### config.mk
export PLATFORM = sky130hd
export DESIGN_NAME = hist_median
export DESIGN_NICKNAME = d
export VERILOG_FILES = /design/src/rtl/hist_median_pkg.sv /design/src/rtl/hm_thermo.sv /design/src/rtl/hm_delay.sv /design/src/rtl/hm_bins.sv /design/src/rtl/hm_select.sv /design/src/rtl/hist_median.sv
export SDC_FILE = /design/constraint.sdc
export NUM_CORES = 1
export LEC_CHECK = 0
export BUFFER_PORTS_ARGS = -buffer_cell sky130_fd_sc_hd__buf_2
export CORE_ASPECT_RATIO = 1.4
export CORE_UTILIZATION = 35
export CTS_CLUSTER_SIZE = 30
export DETAILED_ROUTE_END_ITERATION = 10
export MAX_ROUTING_LAYER = met4
export RECOVER_POWER = 100
export SLEW_MARGIN = 20
export SYNTH_ARGS = -nofsm -noshare
export SYNTH_HDL_FRONTEND = slang
export SYNTH_HIERARCHICAL = 1
export SYNTH_SLANG_ARGS = --single-unit
### constraint.sdc
create_clock -name clk -period 3.35 [get_ports clk]
set_input_delay 0.335 -clock clk [delete_from_list [all_inputs] [get_ports clk]]
set_output_delay 0.335 -clock clk [all_outputs]
set_load 0.02 [all_outputs]
### src/rtl/hist_median_pkg.sv
package hist_median_pkg;
   // Counter width able to hold 0..window
   function automatic int count_width(input int window);
      return $clog2(window + 1);
   endfunction

   function automatic int bin_count(input int sample_w);
      return 1 << sample_w;
   endfunction
endpackage

### src/rtl/hm_thermo.sv
module hm_thermo #(
   parameter int SAMPLE_W = 4,
   localparam int NBINS = 1 << SAMPLE_W
) (
   input  logic [SAMPLE_W-1:0] value,
   output logic [NBINS-1:0]    mask
);
   // Bin b is touched by every sample whose value is b or less
   for (genvar b = 0; b < NBINS; b++) begin : g_bit
      assign mask[b] = (SAMPLE_W'(b) >= value);
   end
endmodule

### src/rtl/hm_delay.sv
module hm_delay #(
   parameter int SAMPLE_W = 4,
   parameter int DEPTH    = 7
) (
   input  logic                clk,
   input  logic                rst,
   input  logic                push,
   input  logic [SAMPLE_W-1:0] din,
   output logic [SAMPLE_W-1:0] dout,
   output logic                dout_valid
);
   logic [SAMPLE_W-1:0] data_q [DEPTH];
   logic [DEPTH-1:0]    vld_q;

   for (genvar i = 0; i < DEPTH; i++) begin : g_stage
      always_ff @(posedge clk) begin
         if (rst) begin
            data_q[i] <= '0;
            vld_q[i]  <= 1'b0;
         end else if (push) begin
            if (i == 0) begin
               data_q[i] <= din;
               vld_q[i]  <= 1'b1;
            end else begin
               data_q[i] <= data_q[(i > 0) ? i-1 : 0];
               vld_q[i]  <= vld_q[(i > 0) ? i-1 : 0];
            end
         end
      end
   end

   assign dout       = data_q[DEPTH-1];
   assign dout_valid = vld_q[DEPTH-1];
endmodule

### src/rtl/hm_bins.sv
module hm_bins #(
   parameter int NBINS = 16,
   parameter int CNT_W = 3
) (
   input  logic                   clk,
   input  logic                   rst,
   input  logic [NBINS-1:0]       add_en,
   input  logic [NBINS-1:0]       sub_en,
   output logic [NBINS*CNT_W-1:0] counts_flat
);
   for (genvar b = 0; b < NBINS; b++) begin : g_bin
      logic [CNT_W-1:0] cnt_q;
      always_ff @(posedge clk) begin
         if (rst)
            cnt_q <= '0;
         else if (add_en[b] && !sub_en[b])
            cnt_q <= cnt_q + 1'b1;
         else if (sub_en[b] && !add_en[b])
            cnt_q <= cnt_q - 1'b1;
      end
      assign counts_flat[b*CNT_W +: CNT_W] = cnt_q;
   end
endmodule

### src/rtl/hm_select.sv
module hm_select #(
   parameter int SAMPLE_W = 4,
   parameter int CNT_W    = 3,
   localparam int NBINS = 1 << SAMPLE_W
) (
   input  logic [NBINS*CNT_W-1:0] counts_flat,
   output logic [SAMPLE_W-1:0]    median
);
   logic [CNT_W-1:0] total;
   logic [CNT_W-1:0] rank;
   logic [NBINS-1:0] reached;

   assign total = counts_flat[(NBINS-1)*CNT_W +: CNT_W];
   assign rank  = (total >> 1) + 1'b1;

   for (genvar b = 0; b < NBINS; b++) begin : g_cmp
      assign reached[b] = (counts_flat[b*CNT_W +: CNT_W] >= rank);
   end

   // Lowest bin index whose count reaches the rank
   always_comb begin
      median = '0;
      for (int b = NBINS-1; b >= 0; b--) begin
         if (reached[b]) median = SAMPLE_W'(b);
      end
   end
endmodule

### src/rtl/hist_median.sv
module hist_median
   import hist_median_pkg::*;
#(
   parameter int SAMPLE_W = 4,
   parameter int WINDOW   = 7,
   localparam int NBINS = bin_count(SAMPLE_W),
   localparam int CNT_W = count_width(WINDOW)
) (
   input  logic                clk,
   input  logic                rst,
   input  logic                in_valid,
   input  logic [SAMPLE_W-1:0] in_data,
   output logic                out_valid,
   output logic [SAMPLE_W-1:0] out_data
);
   if (WINDOW < 3 || (WINDOW % 2) == 0) begin : g_bad_window
      $error("hist_median: WINDOW must be odd and at least 3");
   end
   if (SAMPLE_W < 1 || SAMPLE_W > 10) begin : g_bad_width
      $error("hist_median: SAMPLE_W must lie in 1..10");
   end

   logic [NBINS-1:0]       new_mask, old_mask, add_en, sub_en;
   logic [SAMPLE_W-1:0]    old_data, med;
   logic                   old_valid, upd_q;
   logic [NBINS*CNT_W-1:0] counts_flat;

   hm_delay #(.SAMPLE_W(SAMPLE_W), .DEPTH(WINDOW)) i_delay (
      .clk(clk), .rst(rst), .push(in_valid), .din(in_data),
      .dout(old_data), .dout_valid(old_valid));

   hm_thermo #(.SAMPLE_W(SAMPLE_W)) i_new_mask (.value(in_data),  .mask(new_mask));
   hm_thermo #(.SAMPLE_W(SAMPLE_W)) i_old_mask (.value(old_data), .mask(old_mask));

   assign add_en = new_mask & {NBINS{in_valid}};
   assign sub_en = old_mask & {NBINS{in_valid & old_valid}};

   hm_bins #(.NBINS(NBINS), .CNT_W(CNT_W)) i_bins (
      .clk(clk), .rst(rst), .add_en(add_en), .sub_en(sub_en),
      .counts_flat(counts_flat));

   hm_select #(.SAMPLE_W(SAMPLE_W), .CNT_W(CNT_W)) i_select (
      .counts_flat(counts_flat), .median(med));

   always_ff @(posedge clk) begin
      if (rst) begin
         upd_q     <= 1'b0;
         out_valid <= 1'b0;
         out_data  <= '0;
      end else begin
         upd_q     <= in_valid;
         out_valid <= upd_q;
         if (upd_q) out_data <= med;
      end
   end
endmodule

==> out/results.ini, run 1 <==
[synth]
netlist_top_cells_area = dfxtp_1 (22%), edfxtp_1 (15%), ha_1 (11%)
muxShareOfSynthArea_pct = 4.651
ys_ff_latch = 89
synth_most_common_cell = dfxtp_1
synth_edf_count = 28
ys_types = 50
synth_common_cells = dfxtp_1 (61), ha_1 (50), inv_1 (50), nor2_1 (50), and2_1 (44)
yosysWarnings = 6
synth_adder_area_share_pct = 19.79
synth_top_family_by_area = adder cells
syn_inst = 563
syn-num-nets = 636
synth-async-reset-ratio_pct = 0
synth_compound_area_share_pct = 8.296
synth_xor_area_share_pct = 5.165
synth_top_area_share_pct = 21.82
synth_flop_cell = dfxtp_1
avgSynthCellArea_um2 = 9.938
syn_area_mm2 = 0.005595
yosysTopAreaCell = dfxtp_1
ys_seq_area_share_pct = 36.85
synth-simple-area-share_pct = 17.67

[power_and_ir_drop]
internal-power_mw = 2.022
power_mw = 2.920
p_comb_share_pct = 22.7
power.share.sequential_pct = 43.7
power_density_mw_per_mm2 = 490.9
p_clk_share_pct = 33.7
swShare_pct = 30.75
ir_drop_uv = 294.8
p_sw_mw = 0.8980
p_leak_nw = 2.473

[job]
maxCapViolCount = 2

[layout]
final_layout_size_suffix_gt1_share_pct = 9.769
diodes = 0
final_nets = 631
final_cells = 759
area_growth_pct = 6.306
final.fill_count = 1515

[worst_setup_path]
cp_num_cells = 8
cp-start-kind = primary input
reg2regPathDepth = 9
cp_slowest_cell = clkbuf_1
crit_path_max_fanout = 42
path_cells = clkbuf_1 > and2_0 > ha_1 > inv_1 > fa_1 > xor2_1 > or3_1 > a21oi_1
crit_path_end_kind = flip-flop
worst-path-buf-inv = 2
max_stage_delay_ns = 1.19
cp_data_arrival_time_ns = 3.08
path_class = in -> reg
critPathRequiredTime_ns = 3.59
cpLargestDelayFamily = buffers and inverters

[timing]
period_needed_ns = 2.834
setup-violations-final = 0
maxSlewHeadroom_pct = -46.21
slew_violations = 93
tns_ns = 0
hold_viol = 0
clock.fmax_ghz = 0.3528
setup_ws_ns = 0.5158
fin_crit_sh_pct = 84.60
grt_setup_unrepaired = false
worst_pin_slew_ns = 2.193
clock-skew-final_ns = 0.006385
whs_ns = 0.4591

[global_routing]
track_usage_pct = 14.32
grt_max_degree = 50
first_global_vias = 3804
grt_pass1_wl_um = 17800
overflow = 0
antenna_found_initial = 0

[status]
violations = capacitance limit, slew limit
outcome = complete, but fails checks

[detailed_routing]
num_vias = 3744
drtAntennaViolNets = 0
drt_iter0_drc = 106
wl_um = 10680
avgRoutedWirePerCell_um = 14.07
vias_per_cell = 4.933
drc_errors = 0
dr.pass1.iters = 4

[place]
portBuffers = 11
hpwl_um = 7640
place_inst = 743
place_congestion = 0.8109
dp_slack_ns = 0.6460

[floorplanning]
std_cell_rows = 54
dieWidth_um = 108.9
dieHeight_um = 151.6
coreArea_mm2 = 0.01561
start_util_pct = 35.85
die_area_mm2 = 0.01650
ios = 12

[clock_network]
clk_pin_slew_ns = 0.07
clockBufferDepth = 2
cts_setup_buffers = 0
tritoncts = done
cts.sinks = 89
root_buffer = clkbuf_16
cts.repair.resized = 0
cts-hold-fix-buffers = 0
cts_buffers = 9
cts_max_level = 3
clock_latency_ns = 0.34

[worst_hold_path]
whs_path_depth = 2
hp-class = in -> reg

==> layer usage <==
layer	share of wire (%)	up-vias	track usage, %
li1	-	1876	-
met1	44	1798	16.39
met2	51	50	24.09
met3	1.9	20	2.395
met4	3.0	0	6.959
met5	0	-	-
==> state kept, by name, summed over array words and instances (netlist names) <==
| signal | cells |
|---|---|
| i_bins/g_bin.cnt_q | 48 |
| i_delay/data_q | 28 |
| i_delay/vld_q | 6 |
| out_data | 4 |
| i_delay/dout_valid | 1 |
| out_valid | 1 |
| upd_q | 1 |
==> final cells by class <==
class / count / area (um^2) / area share (%)
Tap cell: 196 / 245.2 / 4.123
Sequential cell: 89 / 2062 / 34.67
Timing Repair Buffer: 13 / 57.56 / 0.9676
Inverter: 52 / 195.2 / 3.281
Clock buffer: 9 / 225.2 / 3.786
Clock inverter: 7 / 58.81 / 0.9886
Multi-Input combinational cell: 393 / 3104 / 52.19
==> placed cells by master (no fill, tap or decap), types with 9 or more instances in the layout <==
master     instances
or3_1             16
dfxtp_1           61
nand2_1            9
a21oi_1           29
mux2i_1           26
fa_1              16
nand2b_1          17
ha_1              50
xor2_1            32
and2_0            37
inv_1             50
nor2_1            50
o21ai_0           16
and3_2            13
clkbuf_16          9
edfxtp_1          28
==> final timing paths <==
| kind | startpoint | end | slack [ns] |
|---|---|---|---|
| setup / recovery | in_valid | i_bins/g_bin[14].cnt_q[2] | 0.52 |
| hold / removal | in_data[0] | i_delay/data_q[0][0] | 0.46 |
| setup reg to reg | i_bins/g_bin[15].cnt_q[1] | out_data[0] | 0.57 |
| hold reg to reg | i_delay/vld_q[0] | i_delay/vld_q[0] | 0.48 |
==> per-stage QoR <==
stage               utilization [%]  area (um^2)
floorplan                         -         5595
CTS                           38.27         5973
global placement              36.45         5689
global route                  38.11         5948
detailed placement            36.45         5689
finish                        38.11         5948
==> logic make-up after synthesis <==
group	count (synthesis)
other	2
adders and majority gates	81
DFF	89
AOI/OAI and AO/OA	74
buffers and inverters	81
muxes	26
xor gates and xnor gates	33
and+or+nand+nor	177
==> power by group through the flow <==
stage / clock network, mW / logic (mW) / registers [mW]
finish: 0.983 / 0.662 / 1.28
global route: 1.05 / 0.752 / 1.29
CTS: 1.01 / 0.675 / 1.28
detailed placement: 0 / 0.669 / 1.30
global placement: 0 / 0.638 / 1.30
floorplan: 0 / 0.566 / 1.27
No activity file was read; power rests on OpenSTA's default activity.
==> inputs of run 2 (changes only) <==
==> constraint.sdc (replaced) <==
create_clock -name clk -period 2.5 [get_ports clk]
set_input_delay 0.25 -clock clk [delete_from_list [all_inputs] [get_ports clk]]
set_output_delay 0.25 -clock clk [all_outputs]
set_load 0.02 [all_outputs]
==> run 2 against run 1 <==
Compared with the run above: the flow now finishes without violations; highest routed layer unchanged; core utilization is 1.2 points higher; clock power up 49%; first-iteration DRC count up 69%; worst setup slack lost 0.37 ns.
==> out/results.ini, run 2 (synthesized netlist as in run 1, its figures left out) <==
[status]
outcome = complete, no violations

[layout]
diodes = 0  ; unchanged
area_growth_pct = 9.772
final_layout_size_suffix_gt1_share_pct = 14.36  ; +4.6 points
final_nets = 646  ; +2.4%
top_register = i_bins/g_bin.cnt_q
largest_reg_flops = 48  ; unchanged
top_regs = i_bins/g_bin.cnt_q (48), i_delay/data_q (28), i_delay/vld_q (6)
mostFrequentLayoutCell = dfxtp_1
layout_common_cells = dfxtp_1 (58), nor2_1 (50), inv_1 (50), ha_1 (50), xor2_1 (32)

[clock_network]
tritoncts = done
cts.sinks = 89  ; unchanged
cts_buffers = 9  ; unchanged
cts_max_level = 3  ; unchanged
clockBufferDepth = 2  ; unchanged
clock_latency_ns = 0.34  ; about the same
clk_pin_slew_ns = 0.06  ; about the same
root_buffer = clkbuf_16
cts-hold-fix-buffers = 0  ; unchanged
cts_setup_buffers = 0  ; unchanged

[global_routing]
grt_pass1_wl_um = 18450  ; +3.6%
track_usage_pct = 14.91  ; +0.58 points
antenna_found_initial = 0  ; unchanged
grt_max_degree = 44  ; -12%
first_global_vias = 3868  ; +1.7%
overflow = 0  ; unchanged

[power_and_ir_drop]
p_leak_nw = 2.589  ; +4.7%
swShare_pct = 28.51  ; -2.2 points
p_sw_mw = 1.178  ; +31%
p_comb_share_pct = 23.5  ; +0.8 points
power.share.sequential_pct = 41.1  ; -2.6 points
internal-power_mw = 2.953  ; +46%
p_clk_share_pct = 35.4  ; +1.7 points
ir_drop_uv = 418.3  ; +42%
power_density_mw_per_mm2 = 672.5  ; +37%

[timing]
tns_ns = 0  ; unchanged
clock.fmax_ghz = 0.4248
setup_ws_ns = 0.1462  ; -0.3696 ns
grt_setup_unrepaired = false
maxSlewHeadroom_pct = 18.87  ; +65 points
fin_crit_sh_pct = 94.15
hold_viol = 0  ; unchanged
worst_pin_slew_ns = 1.217  ; -0.9762 ns
clock-skew-final_ns = 0.003909  ; -0.002476 ns
setup-violations-final = 0  ; unchanged
period_needed_ns = 2.354
slew_violations = 0  ; -100%

[detailed_routing]
drtAntennaViolNets = 0  ; unchanged
wl_um = 10850  ; +1.6%
vias_per_cell = 4.963  ; +0.60%
num_vias = 3841  ; +2.6%
dr.pass1.iters = 5  ; +1
drt_iter0_drc = 179  ; +69%
drc_errors = 0  ; unchanged
avgRoutedWirePerCell_um = 14.02  ; -0.38%

[floorplanning]
std_cell_rows = 54  ; unchanged
start_util_pct = 35.85  ; unchanged
ios = 12  ; unchanged
die_area_mm2 = 0.01650  ; unchanged
coreArea_mm2 = 0.01561  ; unchanged
dieHeight_um = 151.6  ; unchanged
dieWidth_um = 108.9  ; unchanged

[worst_setup_path]
max_stage_delay_ns = 0.35  ; -0.84 ns
crit_path_max_fanout = 8  ; -81%
cp_slowest_cell = dfxtp_2
cp-start-kind = flip-flop
crit_path_end_kind = flip-flop
path_cells = inv_4 > buf_4 > ha_1 > nand2b_1 > maj3_2 > a21oi_1 > buf_4 > nand2b_1 > and3_1 > a41o_1 > mux2i_1 > nor2_1
cp_data_arrival_time_ns = 2.57  ; -0.51 ns
critPathRequiredTime_ns = 2.72  ; -0.87 ns
path_class = reg -> reg

[place]
hpwl_um = 7921  ; +3.7%
dp_slack_ns = 0.02499  ; -0.6210 ns
portBuffers = 11  ; unchanged
place_congestion = 0.8273  ; +2.0%

[job]
maxCapViolCount = 0  ; -2

[worst_hold_path]
hp-class = in -> reg

[run 2: cell count changes in the layout (fill, tap and decap cells not counted), moves of 3 or more]
cell / before / now
a21oi_1: 29 / 26
a21oi_2: 6 / 9
and2_0: 37 / 18
and2_1: 7 / 26
buf_4: 1 / 15
dfxtp_1: 61 / 58
dfxtp_2: 0 / 3
inv_6: 4 / 1
[run 2: final timing paths]
kind	start	to	slack, ns	cells after the start
worst min register to register	i_delay/vld_q[0]	i_delay/vld_q[0]	0.47	2
worst max register to register	i_bins/g_bin[15].cnt_q[1]	out_data[0]	0.15	12
worst max-delay path	i_bins/g_bin[15].cnt_q[1]	out_data[0]	0.15	12
worst min-delay path	in_data[1]	i_delay/data_q[0][1]	0.36	2
[run 2: worst max-delay path: cells and delay by family, from the launching register on]
kind,cells,cell delay [ns]
and+or+nand+nor,4,0.44
AOI/OAI and AO/OA,2,0.37
muxes,1,0.13
buffers and inverters,3,0.38
adders and majority gates,2,0.57
DFF,1,0.35
[run 2: power groups by stage]
stage	clock network [mW]	registers (mW)	logic, mW
after floorplan	0	1.71	0.758
after global placement	0	1.72	0.905
after detailed placement	0	1.73	0.953
after CTS	1.50	1.70	0.960
after global routing	1.57	1.72	1.09
final	1.46	1.70	0.970
[run 2: cell type report]
cell class | count | area [um^2]
Inverter | 52 | 197.7
Tap cell | 196 | 245.2
Fill cell | 1509 | 9465
Clock inverter | 5 | 57.56
Clock buffer | 11 | 275.3
Multi-Input combinational cell | 393 | 3131
Timing Repair Buffer | 28 | 170.2
Sequential cell | 89 | 2066
[run 2: repair_timing]
action                     in CTS  in global routing
hold endpoints to repair        0                  0
gates resized for setup         0                 10
setup endpoints to repair       0                  4
[run 2: stage by stage]
step	power (mW)	instance area (um^2)	instances	utilization, %	hold slack [ns]
3_3_place_gp	2.629	5802	758	37.17	0.4490
5_1_grt	4.377	6142	774	39.35	0.3704
2_1_floorplan	2.464	5595	563	-	0.3216
3_5_place_dp	2.682	5802	758	37.17	0.4631
6_report	4.130	6142	774	39.35	0.3623
4_1_cts	4.158	6135	774	39.31	0.3431
[run 2: layer usage]
layer  GRT usage, %  vias to the layer above  wire, um  share of wire [%]
met4          5.878                        0       262                2.4
met5              -                        -         0                  0
met2          24.81                       63      5465                 50
li1               -                     1903         -                  -
met3          2.737                       17       370                3.4
met1          17.67                     1858      4753                 44
==> inputs of run 3 (changes only) <==
--- a/config.mk
+++ b/config.mk
@@ -15,5 +15,4 @@
 export SLEW_MARGIN = 20
 export SYNTH_ARGS = -nofsm -noshare
 export SYNTH_HDL_FRONTEND = slang
-export SYNTH_HIERARCHICAL = 1
 export SYNTH_SLANG_ARGS = --single-unit
==> constraint.sdc (replaced) <==
create_clock -name clk -period 3 [get_ports clk]
set_input_delay 0.3 -clock clk [delete_from_list [all_inputs] [get_ports clk]]
set_output_delay 0.3 -clock clk [all_outputs]
set_load 0.02 [all_outputs]
==> run 3 against run 2 <==
Compared with the run above: worst setup slack improved by 0.31 ns; non-clock buffer count decreased by 12; global-route usage decreased by 0.39 points; design area decreased by 7.3%; via count decreased by 9.0%; die area decreased by 7.4%; largest power group unchanged; highest routed layer unchanged.
==> out/results.ini, run 3 <==
[layout]
top_regs = i_bins.g_bin.cnt_q (48), i_delay.data_q (28), i_delay.vld_q (6)
mostFrequentLayoutCell = dfxtp_1
final_nets = 596  ; -7.7%
diodes = 0  ; unchanged
largest_reg_flops = 48  ; unchanged
top_register = i_bins.g_bin.cnt_q
layout_common_cells = dfxtp_1 (61), nor2_1 (53), ha_1 (49)
final_layout_size_suffix_gt1_share_pct = 7.561  ; -6.8 points
area_growth_pct = 10.11
finish.instance_area_mm2 = 0.005697  ; -7.3%

[detailed_routing]
num_vias = 3494  ; -9.0%
dr.pass1.iters = 5  ; unchanged
wl_um = 9839  ; -9.3%
avgRoutedWirePerCell_um = 13.70  ; -2.3%
drtAntennaViolNets = 0  ; unchanged
vias_per_cell = 4.866  ; -1.9%
drc_errors = 0  ; unchanged
drt_iter0_drc = 97  ; -46%

[timing]
tns_ns = 0  ; unchanged
setup-violations-final = 0  ; unchanged
grt_setup_unrepaired = false
slew_violations = 0  ; unchanged
fin_crit_sh_pct = 84.77  ; -9.4 points
clock-skew-final_ns = 0.008291  ; +0.004382 ns
maxSlewHeadroom_pct = 6.082  ; -13 points
hold_viol = 0  ; unchanged
period_needed_ns = 2.543  ; +0.1894 ns
clock.fmax_ghz = 0.3932  ; -7.4%
worst_pin_slew_ns = 1.409  ; +0.1918 ns
setup_ws_ns = 0.4568  ; +0.3106 ns

[synth]
synth_flop_cell = dfxtp_1
syn_area_mm2 = 0.005174  ; -7.5%
ys_ff_latch = 89  ; unchanged
syn-num-nets = 587  ; -7.7%
ys_types = 46  ; -8.0%
avgSynthCellArea_um2 = 10.05  ; +1.1%
synth_common_cells = dfxtp_1 (61), nor2_1 (53), ha_1 (49), inv_1 (42), a21oi_1 (34)
synth_edf_count = 28  ; unchanged
syn_inst = 515  ; -8.5%
synth_most_common_cell = dfxtp_1
synth_top_area_share_pct = 23.60  ; +1.8 points
yosysTopAreaCell = dfxtp_1
yosysWarnings = 0  ; -6
netlist_top_cells_area = dfxtp_1 (24%), edfxtp_1 (16%), ha_1 (12%)
synth-async-reset-ratio_pct = 0  ; unchanged
ys_seq_area_share_pct = 39.85  ; +3.0 points

[global_routing]
overflow = 0  ; unchanged
grt_max_degree = 33  ; -25%
track_usage_pct = 14.51  ; -0.39 points
antenna_found_initial = 0  ; unchanged
first_global_vias = 3550  ; -8.2%
grt_pass1_wl_um = 16970  ; -8.0%

[worst_setup_path]
crit_path_end_kind = flip-flop
rr_startpoint = i_bins.g_bin[15].cnt_q[1]
cp-start-kind = flip-flop
cp_data_arrival_time_ns = 2.74  ; +0.17 ns
crit_path_max_fanout = 18  ; +10
regToRegEndpoint = out_data[0]
path_class = reg -> reg
reg2regPathDepth = 9  ; -3
max_stage_delay_ns = 0.41  ; +0.06 ns
r2r_slack_ns = 0.46  ; +0.31 ns
path_cells = inv_1 > buf_4 > ha_1 > nand2b_1 > maj3_1 > a21o_1 > a211o_1 > a211oi_1 > o32ai_1
cp_slowest_cell = dfxtp_1
cpLargestDelayFamily = compound AO/OA/AOI/OAI gates
crit_end = out_data[0]
worst-path-buf-inv = 2  ; -1
cp_num_cells = 9  ; -3
crit_path_start = i_bins.g_bin[15].cnt_q[1]
critPathRequiredTime_ns = 3.20  ; +0.48 ns

[place]
dp_slack_ns = 0.3708  ; +0.3458 ns
place_congestion = 0.7847  ; -5.1%
hpwl_um = 7266  ; -8.3%
portBuffers = 11  ; unchanged
place_area_mm2 = 0.005416  ; -6.6%

[power_and_ir_drop]
power_density_mw_per_mm2 = 574.6  ; -15%
ir_drop_uv = 370.7  ; -11%
p_leak_nw = 2.389  ; -7.7%

[floorplanning]
dieWidth_um = 104.8  ; -3.8%
dieHeight_um = 145.9  ; -3.8%
ios = 12  ; unchanged
coreArea_mm2 = 0.01444  ; -7.5%
start_util_pct = 35.82  ; about the same
die_area_mm2 = 0.01528  ; -7.4%
std_cell_rows = 52  ; -3.7%

[clock_network]
clock_latency_ns = 0.35  ; about the same
root_buffer = clkbuf_16
clk_pin_slew_ns = 0.07  ; about the same
clockBufferDepth = 2  ; unchanged
cts_buffers = 9  ; unchanged
cts.repair.resized = 0  ; unchanged
cts_max_level = 3  ; unchanged
cts_setup_buffers = 0  ; unchanged
cts.sinks = 89  ; unchanged
tritoncts = done
cts-hold-fix-buffers = 0  ; unchanged

[job]
maxCapViolCount = 0  ; unchanged

[status]
outcome = complete, no violations

[worst_hold_path]
hp-class = in -> reg

==> run 3: changes by cell type in the layout (fill, tap and decap cells not counted), moves of 4 or more <==
cell / before / now
maj3_2: 9 / 5
and2_1: 26 / 14
buf_4: 15 / 2
nand2_1: 9 / 19
maj3_1: 6 / 10
inv_1: 50 / 42
inv_8: 0 / 4
mux2i_1: 26 / 21
and3_1: 4 / 0
a21oi_1: 26 / 34
a21oi_2: 9 / 5
and3_2: 13 / 0
==> run 3: worst min-delay path by stage <==
stage                     start  depth (start not counted)              endpoint  slack [ns]
2_1_floorplan  i_delay.vld_q[0]                          2      i_delay.vld_q[0]        0.44
3_3_place_gp        out_data[2]                          2           out_data[2]        0.45
6_report               in_valid                          3      i_delay.vld_q[0]        0.36
4_1_cts              in_data[3]                          2  i_delay.data_q[0][3]        0.35
3_5_place_dp        out_data[2]                          2           out_data[2]        0.45
5_1_grt              in_data[0]                          2  i_delay.data_q[0][0]        0.36
==> run 3: metrics by stage <==
step           total power, mW  instances  utilization, %  hold WS, ns
2_1_floorplan            2.012        515               -       0.4401
5_1_grt                  3.487        718           39.44       0.3605
3_3_place_gp             2.141        702           37.50       0.4489
3_5_place_dp             2.168        702           37.50       0.4466
4_1_cts                  3.336        718           39.61       0.3483
6_report                 3.274        718           39.44       0.3631
==> run 3: layout make-up <==
class / instances / area (um^2)
Fill cell: 1432 / 8747
Clock buffer: 9 / 225.2
Multi-Input combinational cell: 366 / 2861
Sequential cell: 89 / 2062
Tap cell: 189 / 236.5
Clock inverter: 7 / 78.83
Timing Repair Buffer: 16 / 75.07
Inverter: 42 / 157.7
==> run 3: where the power goes <==
group / internal, mW / switching, mW
Sequential: 1.33 / 0.0801
Combinational: 0.328 / 0.385
Clock: 0.598 / 0.548
==> run 3: cell families after synthesis <==
group                    after synthesis  synth area share, %
AO/OA/AOI/OAI                         80                9.722
flip-flops                            89                39.85
XOR/XNOR                              33                5.587
multiplexers                          21                4.063
AND/OR/NAND/NOR                      152                14.97
buffers and inverters                 60                4.716
adder cells (fa/ha/maj)               80                21.09
==> run 3: layer usage <==
metal / up-vias / routed length (um) / global-route usage, %
met5: - / 0 / -
met4: 0 / 233 / 5.915
met3: 18 / 293 / 2.956
met2: 48 / 4922 / 24.47
met1: 1660 / 4390 / 16.75
li1: 1768 / - / -
==> run 3: worst min-delay path, stage by stage <==
cell and delay, ns:
buf_2 0.20, nor2_1 0.12, nor2_1 0.04
